--- config.mk ---
export PLATFORM = sky130hd
export DESIGN_NAME = bitblt_engine
export DESIGN_NICKNAME = d
export VERILOG_FILES = /design/src/rtl/bb_pkg.sv /design/src/rtl/bb_ctrl.sv /design/src/rtl/bb_addr_gen.sv /design/src/rtl/bb_merge.sv /design/src/rtl/bitblt_engine.sv
export SDC_FILE = /design/constraint.sdc
export NUM_CORES = 1
export LEC_CHECK = 0
export ABC_AREA = 1
export ABC_CLOCK_PERIOD_IN_PS = 4700
export BUFFER_PORTS_ARGS = -buffer_cell sky130_fd_sc_hd__buf_2
export CAP_MARGIN = 5
export CELL_PAD_IN_SITES_DETAIL_PLACEMENT = 1
export CELL_PAD_IN_SITES_GLOBAL_PLACEMENT = 2
export CORE_MARGIN = 2
export CORE_UTILIZATION = 32
export CTS_CLUSTER_DIAMETER = 80
export DETAILED_ROUTE_END_ITERATION = 8
export GPL_ROUTABILITY_DRIVEN = 0
export PLACE_DENSITY_LB_ADDON = 0.15
export REMOVE_ABC_BUFFERS = 1
export SLEW_MARGIN = 20
export SYNTH_ARGS = -nofsm -noshare
export SYNTH_HDL_FRONTEND = slang
export SYNTH_SLANG_ARGS = --single-unit
--- constraint.sdc ---
create_clock -name clk -period 4.7 [get_ports clk]
set_input_delay 0.47 -clock clk [delete_from_list [all_inputs] [get_ports clk]]
set_output_delay 0.47 -clock clk [all_outputs]
set_load 0.05 [all_outputs]
--- src/rtl/bb_pkg.sv ---
package bb_pkg;

  // merge function codes (codes 5..7 act as copy)
  localparam logic [2:0] OP_AND   = 3'd0;
  localparam logic [2:0] OP_OR    = 3'd1;
  localparam logic [2:0] OP_XOR   = 3'd2;
  localparam logic [2:0] OP_FOR   = 3'd3;
  localparam logic [2:0] OP_COPY  = 3'd4;

  typedef enum logic [2:0] {
    S_IDLE,
    S_RD_SRC,
    S_RD_DST,
    S_WRITE,
    S_FIN
  } bb_state_e;

endpackage

--- src/rtl/bb_ctrl.sv ---
module bb_ctrl import bb_pkg::*; #(
  parameter int HW = 8,
  parameter int WW = 8
) (
  input  logic          clk,
  input  logic          rst_n,
  input  logic          start,
  input  logic [HW-1:0] height,
  input  logic [WW-1:0] width,
  input  logic          mem_ready,
  output logic          load,
  output logic          req_valid,
  output logic          req_we,
  output logic          use_dst,
  output logic          cap_src,
  output logic          cap_dst,
  output logic          word_done,
  output logic          line_done,
  output logic          first_word,
  output logic          last_word,
  output logic [WW-1:0] word_idx,
  output logic [WW-1:0] width_q,
  output logic          fin
);

  bb_state_e     state_q;
  logic [HW-1:0] height_q;
  logic [HW-1:0] line_idx;
  logic          last_line;
  logic          empty_job;

  assign load       = (state_q == S_IDLE) && start;
  assign empty_job  = (height == '0) || (width == '0);
  assign first_word = (word_idx == '0);
  assign last_word  = (word_idx == width_q - WW'(1));
  assign last_line  = (line_idx == height_q - HW'(1));

  assign req_valid  = (state_q == S_RD_SRC) || (state_q == S_RD_DST) || (state_q == S_WRITE);
  assign req_we     = (state_q == S_WRITE);
  assign use_dst    = (state_q == S_RD_DST) || (state_q == S_WRITE);
  assign cap_src    = (state_q == S_RD_SRC) && mem_ready;
  assign cap_dst    = (state_q == S_RD_DST) && mem_ready;
  assign word_done  = (state_q == S_WRITE) && mem_ready;
  assign line_done  = word_done && last_word;
  assign fin        = (state_q == S_FIN);

  always_ff @(posedge clk) begin
    if (!rst_n) begin
      state_q  <= S_IDLE;
      height_q <= '0;
      width_q  <= '0;
      line_idx <= '0;
      word_idx <= '0;
    end else begin
      unique case (state_q)
        S_IDLE: begin
          if (start) begin
            height_q <= height;
            width_q  <= width;
            line_idx <= '0;
            word_idx <= '0;
            state_q  <= empty_job ? S_FIN : S_RD_SRC;
          end
        end
        S_RD_SRC: if (mem_ready) state_q <= S_RD_DST;
        S_RD_DST: if (mem_ready) state_q <= S_WRITE;
        S_WRITE: begin
          if (mem_ready) begin
            if (last_word) begin
              word_idx <= '0;
              if (last_line) begin
                state_q <= S_FIN;
              end else begin
                line_idx <= line_idx + HW'(1);
                state_q  <= S_RD_SRC;
              end
            end else begin
              word_idx <= word_idx + WW'(1);
              state_q  <= S_RD_SRC;
            end
          end
        end
        S_FIN:   state_q <= S_IDLE;
        default: state_q <= S_IDLE;
      endcase
    end
  end

  // completion is a single-cycle pulse
  p_done_pulse_r9: assert property (@(posedge clk) disable iff (!rst_n)
    fin |=> !fin);

  // an empty job finishes right after start with no request
  p_empty_job_r9: assert property (@(posedge clk) disable iff (!rst_n)
    (load && empty_job) |=> (fin && !req_valid));

  // the word index never leaves the latched width while requesting
  p_idx_range_r5: assert property (@(posedge clk) disable iff (!rst_n)
    req_valid |-> (word_idx < width_q));

endmodule

--- src/rtl/bb_addr_gen.sv ---
module bb_addr_gen #(
  parameter int AW = 16,
  parameter int WW = 8
) (
  input  logic          clk,
  input  logic          rst_n,
  input  logic          load,
  input  logic [AW-1:0] src_base,
  input  logic [AW-1:0] dst_base,
  input  logic [AW-1:0] src_warp,
  input  logic [AW-1:0] dst_warp,
  input  logic          next_line,
  input  logic          dir_down,
  input  logic [WW-1:0] width_q,
  input  logic [WW-1:0] word_idx,
  output logic [AW-1:0] src_addr,
  output logic [AW-1:0] dst_addr
);

  logic [AW-1:0] src_line_q, dst_line_q;
  logic [AW-1:0] src_step_q, dst_step_q;
  logic [WW-1:0] offset;

  assign offset   = dir_down ? (width_q - WW'(1) - word_idx) : word_idx;
  assign src_addr = src_line_q + AW'(offset);
  assign dst_addr = dst_line_q + AW'(offset);

  always_ff @(posedge clk) begin
    if (!rst_n) begin
      src_line_q <= '0;
      dst_line_q <= '0;
      src_step_q <= '0;
      dst_step_q <= '0;
    end else if (load) begin
      src_line_q <= src_base;
      dst_line_q <= dst_base;
      src_step_q <= src_warp;
      dst_step_q <= dst_warp;
    end else if (next_line) begin
      src_line_q <= src_line_q + src_step_q;
      dst_line_q <= dst_line_q + dst_step_q;
    end
  end

  // a finished line moves both line starts by their warp
  p_line_step_r8: assert property (@(posedge clk) disable iff (!rst_n)
    (next_line && !load) |=> (src_line_q == $past(src_line_q) + $past(src_step_q))
                          && (dst_line_q == $past(dst_line_q) + $past(dst_step_q)));

endmodule

--- src/rtl/bb_merge.sv ---
module bb_merge import bb_pkg::*; #(
  parameter int DW  = 16,
  parameter int SHW = 4
) (
  input  logic [DW-1:0]  src_word,
  input  logic [DW-1:0]  carry_word,
  input  logic [DW-1:0]  dst_word,
  input  logic [SHW-1:0] shift,
  input  logic           dir_down,
  input  logic [2:0]     op,
  input  logic           first_word,
  input  logic           last_word,
  input  logic [DW-1:0]  mask_first,
  input  logic [DW-1:0]  mask_last,
  output logic [DW-1:0]  result
);

  logic [2*DW-1:0] funnel;
  logic [DW-1:0]   aligned;
  logic [DW-1:0]   combined;
  logic [DW-1:0]   mask;

  // funnel shifter: carry enters from the side the walk came from
  always_comb begin
    if (dir_down) begin
      funnel  = {carry_word, src_word} >> shift;
      aligned = funnel[DW-1:0];
    end else begin
      funnel  = {src_word, carry_word} << shift;
      aligned = funnel[2*DW-1:DW];
    end
  end

  always_comb begin
    mask = '1;
    if (first_word) mask = mask & mask_first;
    if (last_word)  mask = mask & mask_last;
  end

  always_comb begin
    unique case (op)
      OP_AND:         combined = dst_word & aligned;
      OP_OR, OP_FOR:  combined = dst_word | aligned;
      OP_XOR:         combined = dst_word ^ aligned;
      default:        combined = aligned;
    endcase
  end

  assign result = (combined & mask) | (dst_word & ~mask);

endmodule

--- src/rtl/bitblt_engine.sv ---
module bitblt_engine import bb_pkg::*; #(
  parameter  int DW  = 16,
  parameter  int AW  = 16,
  parameter  int HW  = 8,
  parameter  int WW  = 8,
  localparam int SHW = $clog2(DW)
) (
  input  logic           clk,
  input  logic           rst_n,
  input  logic           start,
  input  logic [AW-1:0]  src_base,
  input  logic [AW-1:0]  dst_base,
  input  logic [AW-1:0]  src_warp,
  input  logic [AW-1:0]  dst_warp,
  input  logic [HW-1:0]  height,
  input  logic [WW-1:0]  width,
  input  logic [SHW-1:0] shift,
  input  logic [DW-1:0]  mask_first,
  input  logic [DW-1:0]  mask_last,
  input  logic [2:0]     logic_op,
  input  logic           dir_down,
  input  logic           src_invert,
  output logic           done,
  output logic           mem_valid,
  input  logic           mem_ready,
  output logic           mem_we,
  output logic [AW-1:0]  mem_addr,
  output logic [DW-1:0]  mem_wdata,
  input  logic [DW-1:0]  mem_rdata
);

  logic          load, use_dst, cap_src, cap_dst, word_done, line_done;
  logic          first_word, last_word;
  logic [WW-1:0] word_idx, width_q;
  logic [AW-1:0] src_addr, dst_addr;

  logic [SHW-1:0] shift_q;
  logic [2:0]     op_q;
  logic           down_q, inv_q;
  logic [DW-1:0]  mfirst_q, mlast_q;
  logic [DW-1:0]  src_q, dst_q, carry_q;
  logic           fast_or;

  // fast OR forces ascending order and true source
  assign fast_or = (logic_op == OP_FOR);

  bb_ctrl #(.HW(HW), .WW(WW)) u_ctrl (
    .clk        (clk),
    .rst_n      (rst_n),
    .start      (start),
    .height     (height),
    .width      (width),
    .mem_ready  (mem_ready),
    .load       (load),
    .req_valid  (mem_valid),
    .req_we     (mem_we),
    .use_dst    (use_dst),
    .cap_src    (cap_src),
    .cap_dst    (cap_dst),
    .word_done  (word_done),
    .line_done  (line_done),
    .first_word (first_word),
    .last_word  (last_word),
    .word_idx   (word_idx),
    .width_q    (width_q),
    .fin        (done)
  );

  bb_addr_gen #(.AW(AW), .WW(WW)) u_addr (
    .clk       (clk),
    .rst_n     (rst_n),
    .load      (load),
    .src_base  (src_base),
    .dst_base  (dst_base),
    .src_warp  (src_warp),
    .dst_warp  (dst_warp),
    .next_line (line_done),
    .dir_down  (down_q),
    .width_q   (width_q),
    .word_idx  (word_idx),
    .src_addr  (src_addr),
    .dst_addr  (dst_addr)
  );

  bb_merge #(.DW(DW), .SHW(SHW)) u_merge (
    .src_word   (src_q),
    .carry_word (carry_q),
    .dst_word   (dst_q),
    .shift      (shift_q),
    .dir_down   (down_q),
    .op         (op_q),
    .first_word (first_word),
    .last_word  (last_word),
    .mask_first (mfirst_q),
    .mask_last  (mlast_q),
    .result     (mem_wdata)
  );

  assign mem_addr = use_dst ? dst_addr : src_addr;

  // latched configuration
  always_ff @(posedge clk) begin
    if (!rst_n) begin
      shift_q  <= '0;
      op_q     <= OP_COPY;
      down_q   <= 1'b0;
      inv_q    <= 1'b0;
      mfirst_q <= '1;
      mlast_q  <= '1;
    end else if (load) begin
      shift_q  <= shift;
      op_q     <= logic_op;
      down_q   <= dir_down & ~fast_or;
      inv_q    <= src_invert & ~fast_or;
      mfirst_q <= mask_first;
      mlast_q  <= mask_last;
    end
  end

  // word registers and the per-line carry
  always_ff @(posedge clk) begin
    if (!rst_n) begin
      src_q   <= '0;
      dst_q   <= '0;
      carry_q <= '0;
    end else begin
      if (cap_src) src_q <= inv_q ? ~mem_rdata : mem_rdata;
      if (cap_dst) dst_q <= mem_rdata;
      if (load || line_done) carry_q <= '0;
      else if (word_done)    carry_q <= src_q;
    end
  end

  // a stalled request keeps all its fields
  p_hold_req_r2: assert property (@(posedge clk) disable iff (!rst_n)
    (mem_valid && !mem_ready) |=> (mem_valid && $stable(mem_addr)
                                   && $stable(mem_we) && $stable(mem_wdata)));

  // a write is always preceded by an accepted destination read
  p_write_after_read_r2: assert property (@(posedge clk) disable iff (!rst_n)
    (mem_valid && mem_we && !$past(mem_we && mem_valid)) |-> $past(mem_valid && mem_ready && !mem_we));

  // every line starts with an empty carry
  p_carry_clear_r6: assert property (@(posedge clk) disable iff (!rst_n)
    (mem_valid && !use_dst && first_word) |-> (carry_q == '0));

  // nothing is requested while done is shown
  p_quiet_done_r1: assert property (@(posedge clk) disable iff (!rst_n)
    done |-> !mem_valid);

endmodule

==> results.py, run 1 <==
metrics = {
    "status": {
        "status": "completed",
    },
    "synthesis": {
        "synth-seq-area-share_pct": 27.8,
        "yosysTopAreaCell": "dfxtp_1",
        "syn_inst": 2102,
        "synth-compound-area-share_pct": 20.1,
        "post_synth_mux_area_share_pct": 0.666,
        "synth_area_mm2": 0.0135,
        "synth_top_area_share_pct": 27.8,
        "ys.flop_type": "dfxtp_1",
        "synth_seq_cells": 188,
        "syn_area_per_cell_um2": 6.44,
        "synth_edf_count": 0,
        "postSynth.asyncResetShare_pct": 0,
        "synth_xor_area_share_pct": 4.27,
        "synth-simple-area-share_pct": 30.1,
        "yosysMostFrequentCell": "nand2_1",
        "synth_warnings": 0,
        "synthAdderAreaFrac_pct": 8.17,
        "synth_top_family_by_area": "simple AND/OR/NAND/NOR gates",
        "ys_top_cells_by_area": "dfxtp_1 (28%), nand2_1 (16%), nand3_1 (8.3%)",
        "ys_types": 46,
        "synthTopCellsByCount": "nand2_1 (574), nand3_1 (225), dfxtp_1 (188), inv_1 (182), o21ai_0 (176)",
    },
    "worst_hold_path": {
        "hold_depth": 3,
        "worstHoldStart": "mask_first[2]",
        "hold_class": "input port to flip-flop",
        "hold_path_end": "mfirst_q[2]$_SDFFE_PN1P_",
    },
    "placement": {
        "dpl_worst_slack_ps": 500,
        "dp_cells": 2725,
        "dpl.hpwl_um": 38600,
        "dpl_cell_area_mm2": 0.0148,
        "io_buffers": 175,
    },
    "sta": {
        "worst_slack_ps": 190,
        "max_clock_freq_ghz": 0.222,
        "maxSlewViolCount": 0,
        "finalClockSkew_ps": 10.4,
        "setup_viol": 0,
        "hold_viol": 0,
        "fin_crit_sh_pct": 96.0,
        "worstMarginPinSlew_ps": 1070,
        "fin_crit_ps": 4510,
        "worst_slew_margin_rel_pct": 28.4,
        "setup_tns_ps": 0,
    },
    "power_and_ir_drop": {
        "swShare_pct": 52.1,
        "power.switching_mw": 4.98,
        "clock_power_share_pct": 17.2,
        "max-vdd-ir-drop_mv": 0.401,
        "pwr-share-comb_pct": 58.8,
        "pwr-share-seq_pct": 24.0,
        "finalPower_mw": 9.55,
        "p_int_mw": 4.57,
        "p_per_area_mw_per_mm2": 611,
        "p_leak_nw": 7.17,
    },
    "route": {
        "drt_pass1_iterations": 7,
        "drtIter0Drc": 927,
        "vias": 14400,
        "wl_per_cell_um": 18.8,
        "antenna_left": 0,
        "routed_via_density": 5.20,
        "drc_errors": 0,
        "routed_wl_um": 52200,
    },
    "cts": {
        "cts_buffer_depth": 2,
        "clockRootBuffer": "clkbuf_16",
        "htree_num_levels": 4,
        "cts_made_buffers": 17,
        "clk_latency_ps": 500,
        "clkTransAtPathRegs_ps": 80,
        "tritoncts": "built",
        "cts_sinks": 188,
        "cts_hold_buf": 0,
    },
    "worst_setup_path": {
        "crit_slowest_cell": "ha_1",
        "reg2reg_depth": 15,
        "critical_path_arrival_ps": 4040,
        "start_kind": "flip-flop",
        "r2r_slack_ps": 1150,
        "worstReg2RegEnd": "u_addr.src_line_q[14]$_SDFFE_PN0P_",
        "critPathMostFrequentCell": "nand2_1",
        "path_class": "flip-flop to output pin",
        "worst-path-max-fanout": 5,
        "worstReg2RegStart": "u_ctrl.width_q[0]$_SDFFE_PN0P_",
        "path_cells": "nor3_4, xor2_1, ha_1, nand2_2, inv_2, a221o_1, xnor2_1, o21ai_0, ha_1, nand2_1, nor2_1, nand2_1, nand2_2, nand2_1, a21oi_2, buf_6, nand4_1, xor2_1, buf_4",
        "endpoint_kind": "output pin",
        "critical_path_required_ps": 4230,
        "slowest_delay_ps": 380,
    },
    "final_layout": {
        "fin_nets": 2446,
        "area_delta_synth_final_pct": 15.5,
        "fin_area_mm2": 0.0156,
        "drive_above_1_share_pct": 13.2,
        "fin_cells": 2772,
        "fillers": 5479,
    },
    "grt": {
        "antenna_found_initial": 1,
        "grt_pass1_wl_um": 82100,
        "grtUsageTotal_pct": 24.1,
        "grt_max_degree": 124,
        "overflow": 0,
        "grt_pass1_vias": 14600,
    },
    "floorplan": {
        "chipWidth_um": 210,
        "die_y_um": 210,
        "fp-row-count": 75,
        "io_pins": 176,
        "start_util_pct": 32.3,
        "coreArea_mm2": 0.0419,
        "die_area_mm2": 0.0439,
    },
    "run": {
        "maxCapViolations": 0,
    },
}
[power groups by stage]
stage / Combinational [mW] / Clock (mW) / Sequential, mW
6_report: 5.62 / 1.64 / 2.29
5_1_grt: 6.27 / 1.76 / 2.34
4_1_cts: 5.45 / 1.70 / 2.28
3_5_place_dp: 5.39 / 0 / 2.32
3_3_place_gp: 5.27 / 0 / 2.31
2_1_floorplan: 3.71 / 0 / 2.30
[stage by stage]
stage | hold slack, ps | util, %
3_5_place_dp | 463 | 35.4
6_report | 169 | 37.4
5_1_grt | 154 | 37.4
2_1_floorplan | 442 | -
3_3_place_gp | 456 | 35.4
4_1_cts | 121 | 36.9
[area by class of cell]
| cell class | instances | area [um^2] | share of cell area [%] |
|---|---|---|---|
| sequential | 188 | 3770 | 24.1 |
| tap | 539 | 674 | 4.31 |
| inverter | 191 | 718 | 4.59 |
| clock buffer | 20 | 447 | 2.86 |
| clock inverter | 12 | 183 | 1.17 |
| multi-input combinational | 1610 | 8660 | 55.4 |
| timing repair buffer | 211 | 1170 | 7.52 |
| antenna | 1 | 2.50 | 0.0160 |
[layer usage]
metal	global-route usage (%)	vias up	routed length [um]
met2	37.3	228	22900
met1	34.1	6908	26300
met4	7.65	0	1160
li1	-	7244	-
met5	0	-	0
met3	4.00	48	1750
[worst max-delay path, delay by kind of cell (launching register included)]
family	cells	cell delay [ps]
compound gates	3	600
xor+xnor	3	590
fa+ha+maj	2	690
buf+inv	3	420
flops	1	360
simple gates	8	880
[logic make-up (layout without fill, tap and decap cells)]
logic type / after synthesis / in the layout
AOI/OAI and AO/OA: 482 / 482
xor gates and xnor gates: 66 / 66
adders and majority gates: 86 / 86
buffers and inverters: 304 / 434
DFF: 188 / 188
muxes: 9 / 9
other: 0 / 1
and+or+nand+nor: 967 / 967
[how the worst max path moves through the flow]
stage | start | end | slack [ps] | depth (start not counted)
2_1_floorplan | shift_q[1]$_SDFFE_PN0P_ | mem_wdata[7] | 160 | 12
3_3_place_gp | u_ctrl.width_q[0]$_SDFFE_PN0P_ | mem_addr[15] | 610 | 23
3_5_place_dp | u_ctrl.width_q[0]$_SDFFE_PN0P_ | mem_addr[15] | 500 | 23
4_1_cts | u_ctrl.width_q[0]$_SDFFE_PN0P_ | mem_addr[15] | 30 | 22
5_1_grt | u_ctrl.width_q[0]$_SDFFE_PN0P_ | mem_addr[13] | -70 | 19
6_report | u_ctrl.width_q[0]$_SDFFE_PN0P_ | mem_addr[13] | 190 | 19
[cell usage in the layout, fill, tap and decap left out, types with 3 or more instances in the layout]
master,instances
a211oi_1,13
a21boi_0,3
a21o_1,5
a21oi_1,171
a21oi_2,3
a221oi_1,11
a31oi_1,9
buf_2,170
buf_4,38
bufinv_16,4
clkbuf_16,17
clkinv_1,3
clkinv_2,3
dfxtp_1,183
dfxtp_2,4
fa_1,4
ha_1,79
ha_4,3
inv_1,177
inv_2,10
inv_6,4
mux2i_1,9
nand2_1,570
nand2_2,8
nand3_1,225
nand3b_1,4
nand4_1,13
nor2_1,113
nor3_1,8
nor4_1,6
o2111ai_1,5
o211ai_1,37
o21a_1,14
o21ai_0,173
o21ai_1,7
o22ai_1,23
or2_2,8
xnor2_1,13
xor2_1,53
[state kept, by name (all words and copies together) (netlist names), 4 cells and up]
| signal | cells |
|---|---|
| mfirst_q | 16 |
| u_addr.dst_step_q | 16 |
| src_q | 16 |
| mlast_q | 16 |
| carry_q | 16 |
| u_ctrl.width_q | 8 |
| u_ctrl.line_idx | 8 |
| u_addr.src_step_q | 16 |
| u_addr.src_line_q | 16 |
| u_addr.dst_line_q | 16 |
| u_ctrl.word_idx | 8 |
| shift_q | 4 |
| dst_q | 16 |
| u_ctrl.height_q | 8 |
[what timing repair did]
item	CTS	global route
buffers inserted	3	11
gates resized for setup	4	26
pin swaps	3	17
setup endpoints to repair	6	7
(Power assumes the default switching activity.)
==> inputs of run 2 (changes only) <==
--- a/config.mk
+++ b/config.mk
@@ -9,7 +9,7 @@
 export ABC_CLOCK_PERIOD_IN_PS = 4700
 export BUFFER_PORTS_ARGS = -buffer_cell sky130_fd_sc_hd__buf_2
 export CAP_MARGIN = 5
-export CELL_PAD_IN_SITES_DETAIL_PLACEMENT = 1
+export CELL_PAD_IN_SITES_DETAIL_PLACEMENT = 0
 export CELL_PAD_IN_SITES_GLOBAL_PLACEMENT = 2
 export CORE_MARGIN = 2
 export CORE_UTILIZATION = 32
==> results.py, run 2 (synthesis gave the netlist of run 1 again) <==
metrics = {
    "cts": {
        "clockRootBuffer": "clkbuf_16",
        "tritoncts": "built",
        "cts_buffer_depth": 2,
        "cts_sinks": 188,
        "clk_latency_ps": 510,
        "cts_made_buffers": 17,
        "htree_num_levels": 4,
        "clkTransAtPathRegs_ps": 80,
        "cts_hold_buf": 0,
    },
    "grt": {
        "grt_max_degree": 124,
        "grt_use_met2_pct": 35.0,
        "grt_pass1_vias": 13600,
        "antenna_found_initial": 0,
        "overflow": 0,
        "use_met1_pct": 33.6,
        "globalRouteMet3Util_pct": 3.68,
        "grt_pass1_wl_um": 77700,
        "grt.busiest_layer": "met2",
        "grtUsageTotal_pct": 23.0,
    },
    "final_layout": {
        "drive_above_1_share_pct": 13.1,
        "area_delta_synth_final_pct": 14.8,
        "layout_commonest_cell": "nand2_1",
        "final_cell_mix": "nand2_1 (572), nand3_1 (225), dfxtp_1 (184)",
        "fin_cells": 2768,
        "n_antenna_cell": 0,
        "fin_nets": 2443,
    },
    "worst_setup_path": {
        "start_kind": "flip-flop",
        "reg2reg_depth": 17,
        "endpoint_kind": "output pin",
        "worst-path-max-fanout": 4,
        "worstPathBufferInverterCount": 3,
        "path_cells": "inv_2, ha_4, xor2_1, ha_1, a21oi_1, nand2_1, nand2_1, nand2_1, a21oi_2, xor2_1, o21ai_1, ha_1, nand2_2, a21oi_2, nor2_1, nand2_1, nand2_1, a21oi_1, buf_4, nand2_1, nor2_2, xnor2_1, buf_4",
        "critical_path_required_ps": 4230,
        "critical_path_arrival_ps": 4030,
        "slowest_delay_ps": 380,
        "path_depth": 23,
        "critPathMostFrequentCell": "nand2_1",
        "crit_slowest_cell": "dfxtp_4",
        "cp_top_family": "adder cells",
        "path_class": "flip-flop to output pin",
    },
    "route": {
        "routed_wl_um": 49700,
        "antenna_left": 0,
        "routed_via_density": 5.13,
        "drt_pass1_iterations": 5,
        "drc_errors": 0,
        "wl_per_cell_um": 17.9,
        "drtIter0Drc": 1147,
        "vias": 14200,
    },
    "floorplan": {
        "die_area_mm2": 0.0439,
        "fp-row-count": 75,
        "start_util_pct": 32.3,
        "chipWidth_um": 210,
        "coreArea_mm2": 0.0419,
        "die_y_um": 210,
        "io_pins": 176,
    },
    "worst_hold_path": {
        "hold_depth": 3,
        "hold_class": "input port to flip-flop",
    },
    "sta": {
        "maxSlewViolCount": 0,
        "max_clock_freq_ghz": 0.222,
        "setup_viol": 0,
        "timing.hold.ws_ps": 157,
        "fin_crit_sh_pct": 95.7,
        "hold_viol": 0,
        "worst_slew_margin_rel_pct": 29.1,
        "worstMarginPinSlew_ps": 1060,
        "finalClockSkew_ps": 16.2,
        "fin_crit_ps": 4500,
    },
    "placement": {
        "dpl.hpwl_um": 36400,
        "dp_cells": 2725,
        "io_buffers": 175,
    },
    "power_and_ir_drop": {
        "max-vdd-ir-drop_mv": 0.384,
        "finalPower_mw": 9.29,
        "p_leak_nw": 7.12,
        "p_per_area_mw_per_mm2": 598,
    },
    "run": {
        "maxCapViolations": 0,
    },
    "status": {
        "status": "completed",
    },
}
==> run 2: layout make-up <==
cell class                 count  area, um^2
multi-input combinational   1610        8670
clock buffer                  18         429
clock inverter                14         129
fill                        4682       26300
inverter                     191         718
timing repair buffer         208        1150
tap                          539         674
sequential                   188        3770
==> run 2: per-layer routing <==
metal | vias to the layer above | share of wire (%)
met5 | - | 0
met4 | 0 | 1.6
met3 | 46 | 3.7
met2 | 292 | 43
met1 | 6618 | 52
li1 | 7257 | -
==> run 2: worst reg2reg max path, cell delays in order, from the launching register on <==
cell	delay, ps
dfxtp_4	360
inv_2	70
ha_4	130
nand2_1	90
nor3_2	180
xor2_1	90
ha_1	310
buf_4	120
nand3_1	80
nor3_1	170
nand3_2	460
nand2_1	240
nand2_2	100
nor2_4	490
inv_2	220
nor2_1	130
o21ai_0	90
nand2_1	70
==> run 2: worst paths after layout <==
kind                                                     start                            endpoint  slack, ps
worst min register to register         shift_q[1]$_SDFFE_PN0P_             shift_q[1]$_SDFFE_PN0P_        470
worst min-delay path                             mask_first[2]            mfirst_q[2]$_SDFFE_PN1P_        160
worst max-delay path            u_ctrl.width_q[0]$_SDFFE_PN0P_                        mem_addr[15]        200
worst max register to register  u_ctrl.width_q[0]$_SDFFE_PN0P_  u_addr.src_line_q[14]$_SDFFE_PN0P_       1230
==> run 2: metrics by stage <==
step                util, %  setup TNS, ps  area, um^2  setup slack, ps
finish                 37.1              0       15500              202
global route           37.1           -157       15500            -55.6
CTS                    36.7              0       15400             16.9
detailed placement     35.4              0       14800              551
global placement       35.4              0       14800              611
floorplan                 -              0       13100              158
==> run 2: what timing repair did <==
action | in CTS | in global routing
gates resized for setup | 2 | 30
buffers inserted | 0 | 11
pin swaps | 0 | 21
endpoints found under the setup margin | 2 | 7
==> run 2: power breakdown <==
| group | switching, mW | leakage [nW] | total (mW) | internal (mW) |
|---|---|---|---|---|
| Combinational | 3.85 | 5.30 | 5.53 | 1.68 |
| Clock | 0.780 | 0.271 | 1.48 | 0.698 |
| Sequential | 0.321 | 1.54 | 2.28 | 1.96 |
| Total | 4.95 | 7.12 | 9.29 | 4.34 |
